## src/rtl/isa_irq_pkg.sv

```systemverilog
package isa_irq_pkg;
    localparam int GRP_W    = 8;
    localparam int LINE_W   = 5;
    localparam int IDX_W    = $clog2(GRP_W);
    localparam int FOLD_BIT = 2;
    localparam logic [GRP_W-1:0] SEL_DEFAULT = 8'h18;

    // Where one line event lands.
    typedef struct packed {
        logic             to_pri;
        logic             to_sec;
        logic [IDX_W-1:0] idx;
    } line_route_t;

    // The two processor-facing levels.
    typedef struct packed {
        logic local_lvl;
        logic isa_lvl;
    } irq_pair_t;

    function automatic line_route_t route_line(input logic valid,
                                               input logic [LINE_W-1:0] line);
        line_route_t r;
        r.idx    = line[IDX_W-1:0];
        r.to_pri = valid && (line[LINE_W-1:IDX_W] == 2'd0);
        r.to_sec = valid && (line[LINE_W-1:IDX_W] == 2'd1);
        return r;
    endfunction

    function automatic irq_pair_t split_pending(input logic [GRP_W-1:0] pend,
                                                input logic [GRP_W-1:0] sel);
        irq_pair_t p;
        p.local_lvl = |(pend & sel);
        p.isa_lvl   = |(pend & ~sel);
        return p;
    endfunction
endpackage

```

## src/rtl/isa_irq_bank.sv

```systemverilog
module isa_irq_bank
    import isa_irq_pkg::*;
#(
    parameter bit FOLD_EN = 1'b0
) (
    input  logic             clk,
    input  logic             rst,
    input  logic             ev_hit,
    input  logic             ev_set,
    input  logic [IDX_W-1:0] ev_idx,
    input  logic             fold_in,
    input  logic             mask_we,
    input  logic [GRP_W-1:0] mask_wd,
    output logic [GRP_W-1:0] req_q,
    output logic [GRP_W-1:0] pend_q,
    output logic [GRP_W-1:0] pend_nxt
);
    logic [GRP_W-1:0] mask_q;
    logic [GRP_W-1:0] req_nxt;
    logic [GRP_W-1:0] mask_nxt;

    always_comb begin
        req_nxt = req_q;
        if (ev_hit) req_nxt[ev_idx] = ev_set;
        if (FOLD_EN) req_nxt[FOLD_BIT] = fold_in;
        mask_nxt = mask_we ? mask_wd : mask_q;
        pend_nxt = req_nxt & ~mask_nxt;
    end

    assign pend_q = req_q & ~mask_q;

    always_ff @(posedge clk) begin
        if (rst) begin
            req_q  <= '0;
            mask_q <= '0;
        end else begin
            req_q  <= req_nxt;
            mask_q <= mask_nxt;
        end
    end

    // an accepted set or clear lands on the addressed bit.
    assert_line_set_R1: assert property (@(posedge clk) disable iff (rst)
        (ev_hit && ev_set && !(FOLD_EN && ev_idx == IDX_W'(FOLD_BIT)))
        |=> req_q[$past(ev_idx)]);
    assert_line_clr_R1: assert property (@(posedge clk) disable iff (rst)
        (ev_hit && !ev_set && !(FOLD_EN && ev_idx == IDX_W'(FOLD_BIT)))
        |=> !req_q[$past(ev_idx)]);
endmodule

```

## src/rtl/isa_irq_split.sv

```systemverilog
module isa_irq_split
    import isa_irq_pkg::*;
(
    input  logic             clk,
    input  logic             rst,
    input  logic [GRP_W-1:0] pend_q,
    input  logic [GRP_W-1:0] pend_nxt,
    input  logic [GRP_W-1:0] sel_q,
    output logic             irq_local,
    output logic             irq_isa
);
    irq_pair_t lvl_q;
    logic      chg;

    assign chg = (pend_nxt != pend_q);

    always_ff @(posedge clk) begin
        if (rst)      lvl_q <= '0;
        else if (chg) lvl_q <= split_pending(pend_nxt, sel_q);
    end

    assign irq_local = lvl_q.local_lvl;
    assign irq_isa   = lvl_q.isa_lvl;

    // levels only move on an edge where the pending vector moved.
    assert_hold_unless_change_R5: assert property (@(posedge clk) disable iff (rst)
        (!$past(rst) && !$past(chg)) |-> ($stable(irq_local) && $stable(irq_isa)));
endmodule

```

## src/rtl/isa_irq_tmr_cnt.sv

```systemverilog
module isa_irq_tmr_cnt #(
    parameter int CNT_W = 8
) (
    input  logic             clk,
    input  logic             rst,
    input  logic             tick,
    input  logic             fall,
    output logic [CNT_W-1:0] cnt
);
    localparam logic [CNT_W-1:0] CNT_MAX = '1;

    always_ff @(posedge clk) begin
        if (rst) begin
            cnt <= '0;
        end else if (tick && !fall) begin
            if (cnt != CNT_MAX) cnt <= cnt + 1'b1;
        end else if (fall && !tick) begin
            if (cnt != '0) cnt <= cnt - 1'b1;
        end
    end

    // a lone fall takes one off a nonzero count and never wraps below 0.
    assert_dec_R7: assert property (@(posedge clk) disable iff (rst)
        (fall && !tick && cnt != '0) |=> (cnt == $past(cnt) - 1'b1));
    assert_floor_R7: assert property (@(posedge clk) disable iff (rst)
        (fall && !tick && cnt == '0) |=> (cnt == '0));
endmodule

```

## src/rtl/isa_irq_router.sv

```systemverilog
module isa_irq_router
    import isa_irq_pkg::*;
#(
    parameter int              CNT_W    = 8,
    parameter logic [GRP_W-1:0] SEL_INIT = SEL_DEFAULT
) (
    input  logic              clk,
    input  logic              rst,
    input  logic              ev_valid,
    input  logic [LINE_W-1:0] ev_line,
    input  logic              ev_set,
    input  logic              pri_mask_we,
    input  logic              sec_mask_we,
    input  logic [GRP_W-1:0]  mask_wdata,
    input  logic              sel_we,
    input  logic [GRP_W-1:0]  sel_wdata,
    input  logic              tmr_tick,
    output logic              irq_local,
    output logic              irq_isa,
    output logic [CNT_W-1:0]  tmr_pending
);
    line_route_t      rt;
    logic [GRP_W-1:0] pri_req_q, pri_pend_q, pri_pend_nxt;
    logic [GRP_W-1:0] sec_req_q, sec_pend_q, sec_pend_nxt;
    logic [GRP_W-1:0] sel_q;
    logic             lsb_fall;

    assign rt = route_line(ev_valid, ev_line);

    isa_irq_bank #(.FOLD_EN(1'b0)) u_sec (
        .clk(clk), .rst(rst),
        .ev_hit(rt.to_sec), .ev_set(ev_set), .ev_idx(rt.idx),
        .fold_in(1'b0),
        .mask_we(sec_mask_we), .mask_wd(mask_wdata),
        .req_q(sec_req_q), .pend_q(sec_pend_q), .pend_nxt(sec_pend_nxt)
    );

    isa_irq_bank #(.FOLD_EN(1'b1)) u_pri (
        .clk(clk), .rst(rst),
        .ev_hit(rt.to_pri), .ev_set(ev_set), .ev_idx(rt.idx),
        .fold_in(|sec_pend_nxt),
        .mask_we(pri_mask_we), .mask_wd(mask_wdata),
        .req_q(pri_req_q), .pend_q(pri_pend_q), .pend_nxt(pri_pend_nxt)
    );

    always_ff @(posedge clk) begin
        if (rst)         sel_q <= SEL_INIT;
        else if (sel_we) sel_q <= sel_wdata;
    end

    isa_irq_split u_split (
        .clk(clk), .rst(rst),
        .pend_q(pri_pend_q), .pend_nxt(pri_pend_nxt), .sel_q(sel_q),
        .irq_local(irq_local), .irq_isa(irq_isa)
    );

    // Bit 0 is never folded, so only a clearing event on line 0 can drop it.
    assign lsb_fall = pri_req_q[0] && rt.to_pri && !ev_set && (rt.idx == '0);

    isa_irq_tmr_cnt #(.CNT_W(CNT_W)) u_tmr (
        .clk(clk), .rst(rst),
        .tick(tmr_tick), .fall(lsb_fall), .cnt(tmr_pending)
    );

    // primary bit 2 tracks the secondary group's pending state.
    assert_fold_R3: assert property (@(posedge clk) disable iff (rst)
        pri_req_q[FOLD_BIT] == (|sec_pend_q));
    // reset values.
    assert_reset_state_R6: assert property (@(posedge clk)
        $past(rst) |-> (sel_q == SEL_INIT && !irq_local && !irq_isa && tmr_pending == '0));
    // lines 16..31 touch no request bit.
    assert_high_line_R8: assert property (@(posedge clk) disable iff (rst)
        (ev_valid && ev_line[LINE_W-1] && !pri_mask_we && !sec_mask_we)
        |=> ($stable(sec_req_q) && $stable(pri_req_q)));
endmodule

```

## config.mk

```make
export PLATFORM = sky130hd
export DESIGN_NAME = isa_irq_router
export DESIGN_NICKNAME = d
export VERILOG_FILES = /design/src/rtl/isa_irq_pkg.sv /design/src/rtl/isa_irq_bank.sv /design/src/rtl/isa_irq_split.sv /design/src/rtl/isa_irq_tmr_cnt.sv /design/src/rtl/isa_irq_router.sv
export SDC_FILE = /design/constraint.sdc
export NUM_CORES = 1
export LEC_CHECK = 0
export CAP_MARGIN = 10
export CORE_UTILIZATION = 45
export DETAILED_ROUTE_END_ITERATION = 10
export PLACE_DENSITY = 0.78
export SKIP_LAST_GASP = 1
export SLEW_MARGIN = 10
export SYNTH_ARGS = -nofsm -noshare
export SYNTH_HDL_FRONTEND = slang
export SYNTH_SLANG_ARGS = --single-unit
```

## constraint.sdc

```tcl
create_clock -name clk -period 9.85 [get_ports clk]
set_input_delay 1.97 -clock clk [delete_from_list [all_inputs] [get_ports clk]]
set_output_delay 1.97 -clock clk [all_outputs]
set_load 0.02 [all_outputs]
```

==> impl_results.md, run 1 <==
* Status: finished, final reports clean
* Worst EP required at 10060 ps
* Root buf cell: clkbuf_8
* DRC viols at 0
* Crit path DAT at 5410 ps
* EDFF count, synth at 0
* Grt ovf at 0
* Crit Path Class: in2reg
* Fin. Hold Viols at 0
* Setup crit end kind: flip-flop
* Commonest non-fill, non-tap cell in the layout: dfxtp_1
* HP Start: u_split.irq_local$_SDFFE_PP0P_
* PwrDens at 136.3 mW/mm^2
* Core area at 0.005956 mm^2
* Number of synthesized register bits at 50
* Highest-count cells in the layout ignoring fill and taps: dfxtp_1, clkdlybuf4s50_1, nor2_1
* Post-synthesis average cell area at 8.762 um^2
* Met3 WL at 431 um
* WL per Instance at 15.78 um
* Fin crit period at 5202 ps
* Max-slew violations at 0
* Worst path cell trace: clkdlybuf4s50_1 -> nor4b_1 -> nand4_1 -> nand2_1 -> ha_1 -> a21o_1 -> a21oi_1 -> o21bai_1 -> a2111oi_0 -> nor3_1 -> mux2i_1 -> mux2_2
* FF-to-FF setup slack at 7000 ps
* Cell variety after synth at 57
* Top delay family on crit path: simple AND/OR/NAND/NOR gates
* HP Class: reg2reg
* Bufs and invs on worst path at 1
* Critical path fanouts, max at 9
* Main synth FF type: dfxtp_1
* MaxCap Viol Count at 0
* Initial antenna violation count at 0
* FILL cells at 552
* Worst slew pin tran at 710.3 ps
* FF-to-FF Start: u_pri.req_q[0]$_SDFF_PP0_
* WHS Endpoint: u_split.irq_local$_SDFFE_PP0P_
* Metal2 WL at 2999 um
* Post-synthesis sequential area ratio at 0.3570
* DP Wirelength at 5028 um
* Crit path from: ev_line[1]
* Setup repair bufs after CTS at 0
* DRT Wirelength at 6752 um
* Clock Skews at 9.291 ps
* Mapped cell area at 0.002804 mm^2
* Num CTS Buffers at 5
* Setup TNS at 0 ps
* Clock Tree Buf Depth at 2
* Final Wtd Congestion at 0.9298
* Vias in the first global route at 2312
* DR top layer: met4
* 1st-iter DRT viols at 169
* Port Buffers at 38
* I/O pins at 39
* Leakage at 0.001280 uW
* Max-slew headroom at 0.5255
* Yosys warnings at 0
* CTS Hold Bufs at 0
* First-pass GRT wire length at 10980 um
* Via/cell ratio at 5.871
* Die Wd at 80.94 um
* VDD IR-drop max at 0.07246 mV
* Hold Crit Depth at 2
* Met1 WL at 3124 um
* First-pass DRT Iterations at 4
* Row cnt at 28
* Die area at 0.006550 mm^2
* CP max stage cell: clkdlybuf4s50_1
* Startpoint Class: input port
* Layout cells sized above 1 at 0.05666
* Reg clk slew, reported paths at 100 ps
* RSZ-0062 raised after global routing: no
* Mapped Cells at 320
* CTS H-tree depth at 2
* Fin crit share at 0.5281
* Via count at 2513
* Worst path max stage delay at 530 ps
* FFs w/ async S/R, synth at 0
* Mapped Nets at 356
* Sink Count at 50
* Final ANT Viol Nets at 0
* Post-CTS Resized at 0
* Final setup viols at 0
* Largest net degree at the start of global routing at 43
* Diode count at 0
* Upper clock frequency limit at 192.2 MHz
* Initial Util at 0.4708
* Clk_lat worst skew at 310 ps
* Reg2reg end: u_tmr.cnt[7]$_SDFFE_PP0P_
* Tot GR Track Use at 0.2210
* Worst hold slack at 480.8 ps
* Reg2Reg Depth at 10
* Final layout net count at 388
* CTS tree: yes
* Area delta synth->final at 18.56%
* Die height at 80.94 um
[metal layers]
metal / GRT usage / up-vias
met5: 0 / -
met4: 0.1000 / 0
met3: 0.04045 / 15
met2: 0.3487 / 81
met1: 0.2915 / 1182
li1: - / 1235
[worst min-delay path, cell delays in order (launching register included)]
cell and delay [ps]:
dfxtp_1 320, nand2_1 50, mux2i_1 60
[per-stage QoR]
step / total power, uW / cells / worst slack (ps) / util / area [um^2]
after floorplan: 296.9 / 320 / 5240 / - / 2804
after global placement: 332.8 / 420 / 4403 / 0.5424 / 3231
after detailed placement: 334.7 / 420 / 4321 / 0.5424 / 3231
after CTS: 457.3 / 428 / 4666 / 0.5582 / 3324
after global routing: 477.5 / 428 / 4305 / 0.5582 / 3324
final: 453.1 / 428 / 4648 / 0.5582 / 3324
[logic make-up after synthesis]
group,share of synthesized area
adders and majority gates,0.03391
buffers and inverters,0.03704
DFF,0.3570
and+or+nand+nor,0.2236
muxes,0.1455
xor gates and xnor gates,0.01874
AOI/OAI and AO/OA,0.1843
[synth_stat cells, types with 4 or more instances]
cell,n,share of area
dfxtp_1,50,0.36
nor2_1,35,0.047
mux2i_1,34,0.12
a21oi_1,22,0.039
nand2_1,18,0.024
inv_1,13,0.017
clkbuf_1,11,0.015
o21ai_0,11,0.020
nor3_1,9,0.016
nor2b_1,8,0.018
a32oi_1,6,0.019
and2_1,6,0.013
ha_1,6,0.027
nand2b_1,6,0.013
nand3_1,6,0.011
xnor2_1,6,0.019
mux2_2,5,0.020
a21boi_0,4,0.011
nand4_1,4,0.0089
or3_1,4,0.0089
[sequential cells by signal (all words and copies together), names as in the netlist]
register	cells
sel_q	8
u_tmr.cnt	8
u_pri.req_q	8
u_split.irq_local	1
u_pri.mask_q	8
u_split.irq_isa	1
u_sec.mask_q	8
u_sec.req_q	8
[worst max path at each step]
| stage | end | slack, ps | cells after the start |
|---|---|---|---|
| after floorplan | u_tmr.cnt[7]$_SDFFE_PP0P_ | 5240 | 11 |
| after global placement | u_tmr.cnt[7]$_SDFFE_PP0P_ | 4400 | 12 |
| after detailed placement | u_tmr.cnt[7]$_SDFFE_PP0P_ | 4320 | 12 |
| after CTS | u_tmr.cnt[7]$_SDFFE_PP0P_ | 4670 | 12 |
| after global routing | u_tmr.cnt[7]$_SDFFE_PP0P_ | 4300 | 12 |
| final | u_tmr.cnt[7]$_SDFFE_PP0P_ | 4650 | 12 |
[area by class of cell]
cell class	count	area [um^2]	area share
clock inverters	3	25.02	0.007527
flip-flops and latches	50	1001	0.3011
well taps	75	93.84	0.02823
repair buffers	39	387.9	0.1167
inverters	13	48.80	0.01468
multi-input cells	243	1699	0.5111
clock buffers	5	68.82	0.02070
[where the power goes]
group          total (uW)  switching [uW]  internal (uW)
clock network         122            71.0           51.3
registers             225            10.9            214
logic                 106            53.9           52.3
total                 453             136            317
Power figures use the tool's default switching activity.
==> run 2, diff against run 1 <==
--- a/config.mk
+++ b/config.mk
@@ -8,7 +8,7 @@
 export CAP_MARGIN = 10
 export CORE_UTILIZATION = 45
 export DETAILED_ROUTE_END_ITERATION = 10
-export PLACE_DENSITY = 0.78
+export PLACE_DENSITY = 0.8
 export SKIP_LAST_GASP = 1
 export SLEW_MARGIN = 10
 export SYNTH_ARGS = -nofsm -noshare
==> constraint.sdc (replaced) <==
create_clock -name clk -period 4.2 [get_ports clk]
set_input_delay 0.84 -clock clk [delete_from_list [all_inputs] [get_ports clk]]
set_output_delay 0.84 -clock clk [all_outputs]
set_load 0.02 [all_outputs]
==> run 2 against run 1 <==
Against the previous run:
- global-route usage is 1.9 points higher
- cell count is 1.9% higher
- die area stayed put
- sequential power is 130% higher
- utilization grew 0.97 points
- hold slack lost 1.6 ps
- sequential cell count stayed put
- combinational power rose by 150%
- largest power group unchanged
- highest routed layer unchanged
==> impl_results.md, run 2 (synthesis gave the netlist of run 1 again) <==
* Status: finished, final reports clean
* Clock Skews at 8.041 ps
* Max-slew headroom at 0.5089
* Commonest non-fill, non-tap cell in the layout: dfxtp_1
* Placed insts at 429
* Via/cell ratio at 6.041
* Multi-input logic area at 0.001699 mm^2
* Post-CTS Resized at 0
* Row cnt at 28
* FF-to-FF Start: u_pri.req_q[0]$_SDFF_PP0_
* WL per Instance at 16.99 um
* Root buf cell: clkbuf_8
* Setup repair bufs after CTS at 0
* Die area at 0.006550 mm^2
* Setup TNS at 0 ps
* Clk_lat worst skew at 310 ps
* DRT Wirelength at 7409 um
* Reg clk slew, reported paths at 100 ps
* PwrDens at 316.9 mW/mm^2
* DRC viols at 0
* Worst slew pin tran at 735.3 ps
* Vias in the first global route at 2503
* Crit Path Class: in2reg
* FILL cells at 592
* DP Wirelength at 5529 um
* Final Wtd Congestion at 0.9005
* Tot GR Track Use at 0.2400
* Max-slew violations at 0
* Port Buffers at 38
* Layout Cells excl Fill at 436
* 1st-iter DRT viols at 208
* Leakage at 0.001315 uW
* Worst EP required at 4400 ps
* Fin. Hold Viols at 0
* CTS Hold Bufs at 0
* Reg2reg end: u_tmr.cnt[7]$_SDFFE_PP0P_
* Critical path fanouts, max at 6
* First-pass DRT Iterations at 5
* Hold Crit Depth at 2
* HP Class: reg2reg
* Layout cells sized above 1 at 0.07756
* WHS Endpoint: u_split.irq_local$_SDFFE_PP0P_
* Grt ovf at 0
* Final ANT Viol Nets at 0
* RSZ-0062 raised after global routing: no
* Setup crit end kind: flip-flop
* Die Wd at 80.94 um
* Sink Count at 50
* First-pass GRT wire length at 11960 um
* Reg2Reg Depth at 10
* FF-to-FF setup slack at 1360 ps
* Final setup viols at 0
* Initial Util at 0.4708
* Diode count at 0
* VDD IR-drop max at 0.1767 mV
* Via count at 2634
* Largest net degree at the start of global routing at 43
* Upper clock frequency limit at 257.2 MHz
* CTS tree: yes
* Fin util at 0.5679
* Fin crit share at 0.9256
* Sequential Area at 0.001001 mm^2
* Core area at 0.005956 mm^2
* Clock Tree Buf Depth at 2
* Fin crit period at 3887 ps
* Area delta synth->final at 20.62%
* HP Start: u_split.irq_local$_SDFFE_PP0P_
* Crit path DAT at 4090 ps
* Die height at 80.94 um
* Final layout net count at 397
* Startpoint Class: input port
* I/O pins at 39
* MaxCap Viol Count at 0
* Num CTS Buffers at 5
* Initial antenna violation count at 0
* CTS H-tree depth at 2
* Highest-count cells in the layout ignoring fill and taps: dfxtp_1, clkdlybuf4s50_1, nor2_1
-- run 2: final cells by class --
class	instances	area share
clock inverter	2	0.004440
tap	75	0.02775
sequential	50	0.2960
clock buffer	5	0.02035
multi-input combinational	243	0.5024
inverter	13	0.01443
timing repair buffer	48	0.1347
-- run 2: through the flow --
stage	total power, uW	area, um^2	hold WS, ps	setup slack [ps]
floorplan	696.3	2804	450.0	720.5
global placement	789.3	3298	460.9	146.9
detailed placement	797.7	3298	465.3	67.41
CTS	1074	3382	483.7	388.7
global route	1116	3382	498.8	92.89
finish	1072	3382	479.2	312.6
-- run 2: worst max-delay path by stage --
stage | startpoint | end | slack [ps] | cells after the start
global placement | ev_line[1] | u_tmr.cnt[7]$_SDFFE_PP0P_ | 150 | 12
finish | ev_line[1] | u_tmr.cnt[7]$_SDFFE_PP0P_ | 310 | 12
CTS | ev_line[1] | u_tmr.cnt[7]$_SDFFE_PP0P_ | 390 | 12
global route | ev_line[1] | u_tmr.cnt[7]$_SDFFE_PP0P_ | 90 | 12
detailed placement | ev_line[1] | u_tmr.cnt[7]$_SDFFE_PP0P_ | 70 | 12
floorplan | ev_line[1] | u_tmr.cnt[7]$_SDFFE_PP0P_ | 720 | 11
-- run 2: report_power, final --
group	switching (uW)	internal (uW)	total, uW
Clock	167	114	282
Combinational	133	129	262
Sequential	26.6	501	528
Total	327	744	1070
-- run 2: worst max-delay path: stages --
cell             delay [ps]
clkdlybuf4s50_1         420
nor4b_1                 470
nand4_1                 280
nand2_1                 160
buf_4                   160
ha_1                    260
a21oi_1                 220
o21bai_1                110
a2111oi_0               460
nor3_1                  130
mux2i_1                 200
mux2_2                  360
-- run 2: routing by layer --
metal / share of wire / track usage / up-vias
li1: - / - / 1256
met1: 0.44 / 0.3109 / 1255
met2: 0.48 / 0.4000 / 105
met3: 0.058 / 0.03708 / 18
met4: 0.020 / 0.08929 / 0
met5: 0 / 0 / -
==> run 3, diff against run 2 <==
--- a/config.mk
+++ b/config.mk
@@ -6,6 +6,7 @@
 export NUM_CORES = 1
 export LEC_CHECK = 0
 export CAP_MARGIN = 10
+export CORE_ASPECT_RATIO = 1.5
 export CORE_UTILIZATION = 45
 export DETAILED_ROUTE_END_ITERATION = 10
 export PLACE_DENSITY = 0.8
==> run 3 against run 2 <==
Against the previous run:
- clock power up 48%
- critical path depth unchanged
- sequential share of layout area down 0.59 points
- sequential cell count unchanged
- routed wire length down 2.8%
==> impl_results.md, run 3 (synthesis gave the netlist of run 1 again) <==
* Status: finished, final reports clean
* DP Wirelength at 5485 um
* Crit path from: ev_line[1]
* CTS tree: yes
* PwrDens at 349.7 mW/mm^2
* Fin crit period at 3778 ps
* Area delta synth->final at 23.07%
* Crit path to: u_tmr.cnt[7]$_SDFFE_PP0P_
* Crit path DAT at 3980 ps
* Clk_lat worst skew at 310 ps
* First-pass DRT Iterations at 4
* First-pass GRT wire length at 12150 um
* Setup repair bufs after CTS at 0
* Grt ovf at 0
* Crit Path Class: in2reg
* MaxCap Viol Count at 0
* Tot GR Track Use at 0.2442
* VDD IR-drop max at 0.2392 mV
* Commonest non-fill, non-tap cell in the layout: dfxtp_1
* Reg2reg end: u_tmr.cnt[7]$_SDFFE_PP0P_
* Max-slew headroom at 0.5934
* CTS H-tree depth at 2
* Via/cell ratio at 5.945
* Largest net degree at the start of global routing at 42
* Row cnt at 34
* Layout cells sized above 1 at 0.08540
* Clock Skews at 7.470 ps
* Num CTS Buffers at 5
* Setup crit end kind: flip-flop
* Core area at 0.005913 mm^2
* Upper clock frequency limit at 264.7 MHz
* HP Class: reg2reg
* Diode count at 0
* Via count at 2586
* Final setup viols at 0
* Die area at 0.006557 mm^2
* Highest-count cells in the layout ignoring fill and taps: dfxtp_1, clkdlybuf4s50_1, nor2_1
* Fin util at 0.5836
* Critical path fanouts, max at 6
* Startpoint Class: input port
* Reg2Reg Depth at 10
* RSZ-0062 raised after global routing: no
* Initial antenna violation count at 0
* Leakage at 0.001356 uW
* I/O pins at 39
* Max-slew violations at 0
* Final layout net count at 398
* Port Buffers at 38
* FILL cells at 549
* DRC viols at 0
* Reg clk slew, reported paths at 90 ps
* Final ANT Viol Nets at 0
* DRT Wirelength at 7204 um
* WL per Instance at 16.56 um
* Setup TNS at 0 ps
* FF-to-FF Start: u_pri.req_q[0]$_SDFF_PP0_
* CTS Hold Bufs at 0
* Clock Tree Buf Depth at 2
* Fin crit share at 0.8995
* Sink Count at 50
* FF-to-FF setup slack at 1400 ps
* Vias in the first global route at 2654
* 1st-iter DRT viols at 141
* Fin. Hold Viols at 0
* Worst EP required at 4400 ps
* Worst hold slack at 478.7 ps
* Root buf cell: clkbuf_8
* Die Wd at 66.45 um
* Worst slew pin tran at 608.7 ps
* Final Wtd Congestion at 0.9372
* Die height at 98.68 um
* Pwr Total at 1207 uW
* Initial Util at 0.4742
## run 3: changes by cell type in the layout (fill, tap and decap cells not counted), sizes merged
cell      change
clkinvlp      -2
bufinv        +2
buf           +1
clkbuf        +1
## run 3: worst min path at each step
stage                                              start                        endpoint  slack (ps)  cells after the start
final                     u_split.irq_local$_SDFFE_PP0P_  u_split.irq_local$_SDFFE_PP0P_         480                      2
after global routing      u_split.irq_local$_SDFFE_PP0P_  u_split.irq_local$_SDFFE_PP0P_         490                      2
after CTS                 u_split.irq_local$_SDFFE_PP0P_  u_split.irq_local$_SDFFE_PP0P_         480                      2
after detailed placement  u_split.irq_local$_SDFFE_PP0P_  u_split.irq_local$_SDFFE_PP0P_         460                      2
after global placement      u_split.irq_isa$_SDFFE_PP0P_    u_split.irq_isa$_SDFFE_PP0P_         460                      2
after floorplan               u_sec.mask_q[2]$_SDFF_PP0_      u_sec.mask_q[2]$_SDFF_PP0_         450                      2
## run 3: per-layer routing
layer,part of all wire,global-route usage,up-vias
met5,0,0,-
met4,0.049,0.1702,0
met3,0.038,0.03241,22
met2,0.53,0.4270,77
met1,0.38,0.2619,1230
li1,-,-,1257
## run 3: worst max-delay path: stages
cell	delay, ps
clkdlybuf4s50_1	440
nor4b_2	390
nand4_1	230
nand2_1	140
buf_4	160
ha_1	270
a21oi_1	220
o21bai_1	100
a2111oi_0	520
nor3_1	140
mux2i_1	180
mux2_2	340
## run 3: per-stage QoR
| step | setup WS, ps | instances | instance area [um^2] |
|---|---|---|---|
| detailed placement | -8.732 | 427 | 3302 |
| floorplan | 720.5 | 320 | 2804 |
| global route | 162.3 | 435 | 3451 |
| finish | 422.1 | 435 | 3451 |
| global placement | 128.0 | 427 | 3302 |
| CTS | 300.4 | 435 | 3445 |
## run 3: timing repair
item | in CTS | in global routing
hold endpoints to repair | 0 | 0
gates resized for setup | 0 | 1
endpoints found under the setup margin | 0 | 1
## run 3: area by class of cell
| cell class | count | area, um^2 | area share |
|---|---|---|---|
| inverter | 13 | 48.80 | 0.01414 |
| clock buffer | 6 | 82.58 | 0.02393 |
| tap | 72 | 90.09 | 0.02611 |
| sequential | 50 | 1001 | 0.2901 |
| clock inverter | 2 | 60.06 | 0.01740 |
| timing repair buffer | 49 | 462.9 | 0.1342 |
| multi-input combinational | 243 | 1705 | 0.4942 |
## run 3: power breakdown
group | switching, uW | internal [uW]
Combinational | 131 | 129
Sequential | 27.4 | 501
Clock | 163 | 254
